===== config.mk =====
export PLATFORM = sky130hd
export DESIGN_NAME = prio_irq_ctrl
export DESIGN_NICKNAME = d
export VERILOG_FILES = /design/src/rtl/pic_pkg.sv /design/src/rtl/pic_cfg_regs.sv /design/src/rtl/pic_line_core.sv /design/src/rtl/prio_irq_ctrl.sv
export SDC_FILE = /design/constraint.sdc
export NUM_CORES = 1
export LEC_CHECK = 0
export CORE_MARGIN = 3
export CORE_UTILIZATION = 33
export CTS_BUF_LIST = sky130_fd_sc_hd__clkbuf_16
export CTS_CLUSTER_DIAMETER = 150
export DETAILED_ROUTE_END_ITERATION = 6
export SYNTH_ARGS = -nofsm -noshare
export SYNTH_HDL_FRONTEND = slang
export SYNTH_SLANG_ARGS = --single-unit

===== constraint.sdc =====
create_clock -name clk -period 3.75 [get_ports clk]
set_clock_uncertainty 0.1 [all_clocks]
set_input_delay 0.375 -clock clk [delete_from_list [all_inputs] [get_ports clk]]
set_output_delay 0.375 -clock clk [all_outputs]
set_load 0.005 [all_outputs]

===== src/rtl/pic_pkg.sv =====
package pic_pkg;

    typedef enum logic [2:0] {
        CFG_UNINIT,
        CFG_WAIT_BASE,
        CFG_WAIT_CASC,
        CFG_WAIT_MODE,
        CFG_RUN
    } cfg_state_e;

    localparam logic [1:0] SEL_CMD  = 2'd0;
    localparam logic [1:0] SEL_DATA = 2'd1;

    localparam int CMD_INIT_BIT    = 4;
    localparam int CMD_EOI_BIT     = 5;
    localparam int CMD_SPEC_BIT    = 6;
    localparam int INIT_SINGLE_BIT = 1;
    localparam int INIT_MODE_BIT   = 0;

endpackage


===== src/rtl/pic_cfg_regs.sv =====
module pic_cfg_regs
    import pic_pkg::*;
#(
    parameter  int N_LINES = 8,
    parameter  int DATA_W  = 8,
    localparam int IDW     = $clog2(N_LINES)
) (
    input  logic               clk,
    input  logic               rst_n,
    input  logic               wr_en,
    input  logic [1:0]         wr_sel,
    input  logic [DATA_W-1:0]  wr_data,
    output logic               run_o,
    output logic [DATA_W-1:0]  base_o,
    output logic [DATA_W-1:0]  casc_o,
    output logic [N_LINES-1:0] mask_o,
    output logic               restart_o,
    output logic               eoi_any_o,
    output logic               eoi_spec_o,
    output logic [IDW-1:0]     eoi_line_o
);

    typedef struct packed {
        cfg_state_e         state;
        logic               single;
        logic               need_mode;
        logic [DATA_W-1:0]  base;
        logic [DATA_W-1:0]  casc;
        logic [N_LINES-1:0] mask;
    } cfg_t;

    cfg_t cfg_d, cfg_q;
    logic restart_d, eoi_any_d, eoi_spec_d;

    always_comb begin
        cfg_d      = cfg_q;
        restart_d  = 1'b0;
        eoi_any_d  = 1'b0;
        eoi_spec_d = 1'b0;
        if (wr_en) begin
            if (wr_sel == SEL_CMD) begin
                if (wr_data[CMD_INIT_BIT]) begin
                    restart_d       = 1'b1;
                    cfg_d.state     = CFG_WAIT_BASE;
                    cfg_d.single    = wr_data[INIT_SINGLE_BIT];
                    cfg_d.need_mode = wr_data[INIT_MODE_BIT];
                    cfg_d.casc      = '0;
                end else if (wr_data[CMD_EOI_BIT] && cfg_q.state == CFG_RUN) begin
                    eoi_any_d  = 1'b1;
                    eoi_spec_d = wr_data[CMD_SPEC_BIT];
                end
            end else if (wr_sel == SEL_DATA) begin
                case (cfg_q.state)
                    CFG_WAIT_BASE: begin
                        cfg_d.base = wr_data;
                        if (!cfg_q.single)
                            cfg_d.state = CFG_WAIT_CASC;
                        else if (cfg_q.need_mode)
                            cfg_d.state = CFG_WAIT_MODE;
                        else
                            cfg_d.state = CFG_RUN;
                    end
                    CFG_WAIT_CASC: begin
                        cfg_d.casc  = wr_data;
                        cfg_d.state = cfg_q.need_mode ? CFG_WAIT_MODE : CFG_RUN;
                    end
                    CFG_WAIT_MODE: cfg_d.state = CFG_RUN;
                    CFG_RUN:       cfg_d.mask  = wr_data[N_LINES-1:0];
                    default:       ;
                endcase
            end
        end
    end

    always_ff @(posedge clk) begin
        if (!rst_n) begin
            cfg_q.state     <= CFG_UNINIT;
            cfg_q.single    <= 1'b0;
            cfg_q.need_mode <= 1'b0;
            cfg_q.base      <= '0;
            cfg_q.casc      <= '0;
            cfg_q.mask      <= '1;
        end else begin
            cfg_q <= cfg_d;
        end
    end

    assign run_o      = (cfg_q.state == CFG_RUN);
    assign base_o     = cfg_q.base;
    assign casc_o     = cfg_q.casc;
    assign mask_o     = cfg_q.mask;
    assign restart_o  = restart_d;
    assign eoi_any_o  = eoi_any_d;
    assign eoi_spec_o = eoi_spec_d;
    assign eoi_line_o = wr_data[IDW-1:0];

endmodule


===== src/rtl/pic_line_core.sv =====
module pic_line_core #(
    parameter  int N_LINES = 8,
    localparam int IDW     = $clog2(N_LINES)
) (
    input  logic               clk,
    input  logic               rst_n,
    input  logic [N_LINES-1:0] irq_i,
    input  logic [N_LINES-1:0] mask_i,
    input  logic               run_i,
    input  logic               restart_i,
    input  logic               take_i,
    input  logic               eoi_any_i,
    input  logic               eoi_spec_i,
    input  logic [IDW-1:0]     eoi_line_i,
    output logic               pend_o,
    output logic               fire_o,
    output logic [IDW-1:0]     win_idx_o
);

    typedef struct packed {
        logic [N_LINES-1:0] prev;
        logic [N_LINES-1:0] req;
        logic [N_LINES-1:0] isr;
    } core_t;

    core_t core_d, core_q;

    logic [N_LINES-1:0] rise, allow, elig, set_bit, eoi_clr;
    logic               blk, win_valid, fire;
    logic [IDW-1:0]     win_idx;

    always_comb begin
        rise = irq_i & ~core_q.prev & ~mask_i & {N_LINES{run_i}};

        blk = 1'b0;
        for (int i = 0; i < N_LINES; i++) begin
            if (core_q.isr[i]) blk = 1'b1;
            allow[i] = ~blk;
        end
        elig = core_q.req & ~mask_i & allow;

        win_valid = 1'b0;
        win_idx   = '0;
        for (int i = N_LINES - 1; i >= 0; i--) begin
            if (elig[i]) begin
                win_valid = 1'b1;
                win_idx   = IDW'(i);
            end
        end

        fire    = take_i & win_valid & run_i;
        set_bit = fire ? (N_LINES'(1) << win_idx) : '0;

        eoi_clr = '0;
        if (eoi_any_i) begin
            if (eoi_spec_i)
                eoi_clr = N_LINES'(1) << eoi_line_i;
            else
                eoi_clr = core_q.isr & (~core_q.isr + N_LINES'(1));
        end

        core_d.prev = irq_i;
        core_d.req  = (core_q.req & ~set_bit) | rise;
        core_d.isr  = (core_q.isr & ~eoi_clr) | set_bit;
        if (restart_i) begin
            core_d.req = '0;
            core_d.isr = '0;
        end
    end

    always_ff @(posedge clk) begin
        if (!rst_n) begin
            core_q.prev <= '0;
            core_q.req  <= '0;
            core_q.isr  <= '0;
        end else begin
            core_q <= core_d;
        end
    end

    assign pend_o    = run_i & (|elig);
    assign fire_o    = fire;
    assign win_idx_o = win_idx;

    // a masked line never gains a request bit
    a_r3_masked_edge_ignored: assert property (@(posedge clk) disable iff (!rst_n)
        ((core_q.req & ~$past(core_q.req) & $past(mask_i)) == '0));

    // a request bit only drops on an acknowledge or a restart
    a_r4_req_held: assert property (@(posedge clk) disable iff (!rst_n)
        (($past(core_q.req) & ~core_q.req) != '0) |-> ($past(fire) || $past(restart_i)));

    // the acknowledged winner is in service on the next cycle
    a_r7_take_sets_isr: assert property (@(posedge clk) disable iff (!rst_n)
        (fire && !restart_i) |=> core_q.isr[$past(win_idx)]);

endmodule


===== src/rtl/prio_irq_ctrl.sv =====
module prio_irq_ctrl
    import pic_pkg::*;
#(
    parameter  int N_LINES = 8,
    parameter  int DATA_W  = 8,
    localparam int IDW     = $clog2(N_LINES)
) (
    input  logic               clk,
    input  logic               rst_n,
    input  logic               wr_en,
    input  logic [1:0]         wr_sel,
    input  logic [DATA_W-1:0]  wr_data,
    input  logic [N_LINES-1:0] irq_lines,
    input  logic               slave_mode,
    input  logic               ack,
    input  logic               casc_in_valid,
    input  logic [IDW-1:0]     casc_in_id,
    output logic               int_out,
    output logic               vec_valid,
    output logic [DATA_W-1:0]  vec_out,
    output logic               casc_out_valid,
    output logic [IDW-1:0]     casc_out_id
);

    logic               cfg_run, restart, eoi_any, eoi_spec;
    logic [DATA_W-1:0]  cfg_base, cfg_casc;
    logic [N_LINES-1:0] cfg_mask;
    logic [IDW-1:0]     eoi_line, win_idx;
    logic               pend, fire, take;

    pic_cfg_regs #(.N_LINES(N_LINES), .DATA_W(DATA_W)) u_cfg (
        .clk        (clk),
        .rst_n      (rst_n),
        .wr_en      (wr_en),
        .wr_sel     (wr_sel),
        .wr_data    (wr_data),
        .run_o      (cfg_run),
        .base_o     (cfg_base),
        .casc_o     (cfg_casc),
        .mask_o     (cfg_mask),
        .restart_o  (restart),
        .eoi_any_o  (eoi_any),
        .eoi_spec_o (eoi_spec),
        .eoi_line_o (eoi_line)
    );

    assign take = slave_mode ? (casc_in_valid && (casc_in_id == cfg_casc[IDW-1:0])) : ack;

    pic_line_core #(.N_LINES(N_LINES)) u_core (
        .clk        (clk),
        .rst_n      (rst_n),
        .irq_i      (irq_lines),
        .mask_i     (cfg_mask),
        .run_i      (cfg_run),
        .restart_i  (restart),
        .take_i     (take),
        .eoi_any_i  (eoi_any),
        .eoi_spec_i (eoi_spec),
        .eoi_line_i (eoi_line),
        .pend_o     (pend),
        .fire_o     (fire),
        .win_idx_o  (win_idx)
    );

    typedef struct packed {
        logic              vv;
        logic [DATA_W-1:0] vec;
        logic              cv;
        logic [IDW-1:0]    cid;
    } out_t;

    out_t out_d, out_q;

    always_comb begin
        out_d    = out_q;
        out_d.vv = 1'b0;
        out_d.cv = 1'b0;
        if (fire) begin
            if (!slave_mode && cfg_casc[win_idx]) begin
                out_d.cv  = 1'b1;
                out_d.cid = win_idx;
            end else begin
                out_d.vv  = 1'b1;
                out_d.vec = cfg_base + DATA_W'(win_idx);
            end
        end
    end

    always_ff @(posedge clk) begin
        if (!rst_n) begin
            out_q.vv  <= 1'b0;
            out_q.vec <= '0;
            out_q.cv  <= 1'b0;
            out_q.cid <= '0;
        end else begin
            out_q <= out_d;
        end
    end

    assign int_out        = pend;
    assign vec_valid      = out_q.vv;
    assign vec_out        = out_q.vec;
    assign casc_out_valid = out_q.cv;
    assign casc_out_id    = out_q.cid;

    // vector and cascade select are exclusive
    a_r10_one_output_kind: assert property (@(posedge clk) disable iff (!rst_n)
        !(vec_valid && casc_out_valid));

    // a vector always follows an acknowledge
    a_r7_vec_follows_take: assert property (@(posedge clk) disable iff (!rst_n)
        vec_valid |-> $past(take));

    // a slave never drives the cascade bus
    a_r11_slave_no_casc: assert property (@(posedge clk) disable iff (!rst_n)
        $past(slave_mode) |-> !casc_out_valid);

    // a restart silences the interrupt output
    a_r2_restart_quiets: assert property (@(posedge clk) disable iff (!rst_n)
        restart |=> !int_out);

endmodule


==> metrics.cfg <==
[logic_synthesis]
synth_most_common_cell = dfxtp_1
synth_area_um2 = 3380
ys_warn_count = 0
ys_types = 58
syn_inst = 416
yosysSeqAreaShare_pct = 39.1
syn_area_per_cell_um2 = 8.13
synth-seq-cells = 66
yosys.area.top_type = dfxtp_1
synthTopCellsByCount = dfxtp_1 (66), nor2_1 (47), nand2_1 (46), a21oi_1 (31), nand3_1 (26)
yosysTopAreaCellShare_pct = 39.1
synthArstFlopShare_pct = 0
synth-edff-count = 0
synth_area_leaders = dfxtp_1 (39%), mux2i_1 (5.3%), nor2_1 (5.2%)
synth_ff_type = dfxtp_1
synth_fp_nets = 446

[timing]
maxSlewHeadroom_pct = 51.2
setup_viol = 0
tightest_slew_ps = 722
hold_viol = 0
fmax_mhz = 292
slew_viol_final = 0
min_period_ps = 3420
setup_slack_ps = 327
finalSetupTns_ps = 0
rsz0062_at_grt = no
finalCritPeriodShare_pct = 91.3

[clock_tree]
cts_setup_buffers = 0
clock_latency_ps = 330
path_clk_slew_ps = 50
clockRootBuffer = clkbuf_16
cts.hold.buffers_added = 0
clockBufferDepth = 2
clock-sinks = 66
numCtsBuffers = 9
htree_levels = 3
cts_tree = yes

[place]
dp_hpwl_mm = 7.03
dpl_worst_slack_ps = 265
gp_congestion = 0.908
io_buffer_count = 40
dpl-instance-area_um2 = 3900

[grt]
grt_pass1_vias = 2988
grt_max_degree = 27
antenna_found_initial = 0
grt.total_usage_pct = 17.3
globalRoute.totalOverflow = 0
grt_pass1_wl_mm = 15.4

[die]
dieArea_um2 = 11500
rows = 36
start_util_pct = 34.3
chipWidth_um = 107
die_y_um = 107
core_area_um2 = 9860
io-pin-count = 41

[routing]
drt_wl_total_mm = 9.43
route.detailed.drc = 0
vias = 3188
dr.pass1.iters = 5
routedWlPerCell_um = 16.0
routed_via_density = 5.39
drt_iter0_drc = 216
antenna_left = 0

[run_status]
status = finished clean

[critical_path]
path_buf_inv = 2
cp-end-kind = flip-flop
worst_setup_path_start_kind = flip-flop
path_class = reg -> reg
crit_arrival_ps = 3550
crit_path_cell_trace = or4_1 > nor4_4 > a31o_2 > o21ai_0 > inv_1 > ha_1 > inv_1 > o31ai_1 > a31oi_1 > xnor2_1 > a31o_2
cpMaxStageDelayCell = or4_1
path_delay_family = compound AO/OA/AOI/OAI gates
max_stage_delay_ps = 680
crit_fanout = 9
worstPathRequired_ps = 3870

[cells_and_area]
diodes = 0
finalNetCount = 483
drive_gt1_share_pct = 8.52
syn_to_final_growth_pct = 23.1
fin_util_pct = 42.2
design_area_um2 = 4160

[power]
leakage_nw = 1.54
ir_drop_v = 0.000168
power.density_nw_per_um2 = 370

[hold_path]
hp-class = reg -> reg

[run]
drv_cap = 0

-- registers in the layout, indices dropped and copies added (netlist names) --
name	count
u_cfg.casc_o	8
u_cfg.cfg_q	5
u_cfg.mask_o	8
u_cfg.base_o	8
vec_valid	1
casc_out_valid	1
vec_out	8
u_core.core_q	24
casc_out_id	3
-- metrics by stage --
step	cells	hold WS [ps]	total power, mW
after global placement	575	347	0.816
after global routing	591	370	1.60
after floorplan	416	328	0.766
final	591	357	1.54
after CTS	591	361	1.56
after detailed placement	575	348	0.816
-- path summary, 6_finish.rpt --
check                                   start                          end  slack, ps  cells after the start
hold / removal    casc_out_id[0]$_SDFFE_PN0P_  casc_out_id[0]$_SDFFE_PN0P_        360                      2
setup reg to reg  u_core.core_q[0]$_SDFF_PP0_      vec_out[3]$_SDFFE_PN0P_        330                     11
hold reg to reg   casc_out_id[0]$_SDFFE_PN0P_  casc_out_id[0]$_SDFFE_PN0P_        360                      2
setup / recovery  u_core.core_q[0]$_SDFF_PP0_      vec_out[3]$_SDFFE_PN0P_        330                     11
-- cells in the final DEF (no fill, tap or decap), types with 7 or more instances in the layout --
master / n
and2_1: 9
a31oi_1: 9
nand2b_1: 9
nor2_1: 47
nand2_1: 46
inv_1: 10
nor3_1: 10
a21oi_1: 31
clkdlybuf4s50_1: 40
mux2i_1: 18
clkbuf_16: 9
nor3b_1: 7
a32oi_1: 8
nor2b_1: 8
dfxtp_1: 66
nand3_1: 26
o21ai_0: 21
-- worst min-delay path: stages (launching register included) --
cell	delay (ps)
dfxtp_1	310
nand2_1	50
mux2i_1	50
-- logic make-up (layout without fill, tap and decap cells) --
| group | count (synthesis) | after routing | share of synthesized area (%) |
|---|---|---|---|
| compound gates | 102 | 102 | 19.8 |
| flops | 66 | 66 | 39.1 |
| simple gates | 188 | 188 | 28.2 |
| xor+xnor | 6 | 6 | 1.55 |
| buf+inv | 30 | 72 | 3.81 |
| mux | 21 | 21 | 6.44 |
| fa+ha+maj | 3 | 3 | 1.11 |
-- power by group --
part	internal, mW	switching (mW)	total [mW]
logic	0.0405	0.0491	0.0897
registers	0.708	0.00327	0.711
clock network	0.438	0.299	0.737
-- final cells by class --
cell class              count  area (µm²)
clock buffers               9         225
clock inverters             7        36.3
fillers                   997        5700
inverters                  10        37.5
multi-input cells         320        1930
flip-flops and latches     66        1320
well taps                 133         166
repair buffers             46         445
-- metal layers --
layer | global-route usage (%) | share of wire, % | routed length, µm | vias to the layer above
met5 | 0 | 0 | 0 | -
met4 | 7.58 | 2.1 | 201 | 0
met3 | 3.31 | 6.0 | 562 | 17
met2 | 25.8 | 44 | 4160 | 99
met1 | 24.1 | 48 | 4500 | 1496
li1 | - | - | - | 1576
-- timing repair --
action,CTS,global route
setup endpoints to repair,0,1
hold endpoints to repair,0,0
resized for setup,0,1
No activity file was read; power rests on OpenSTA's default activity.
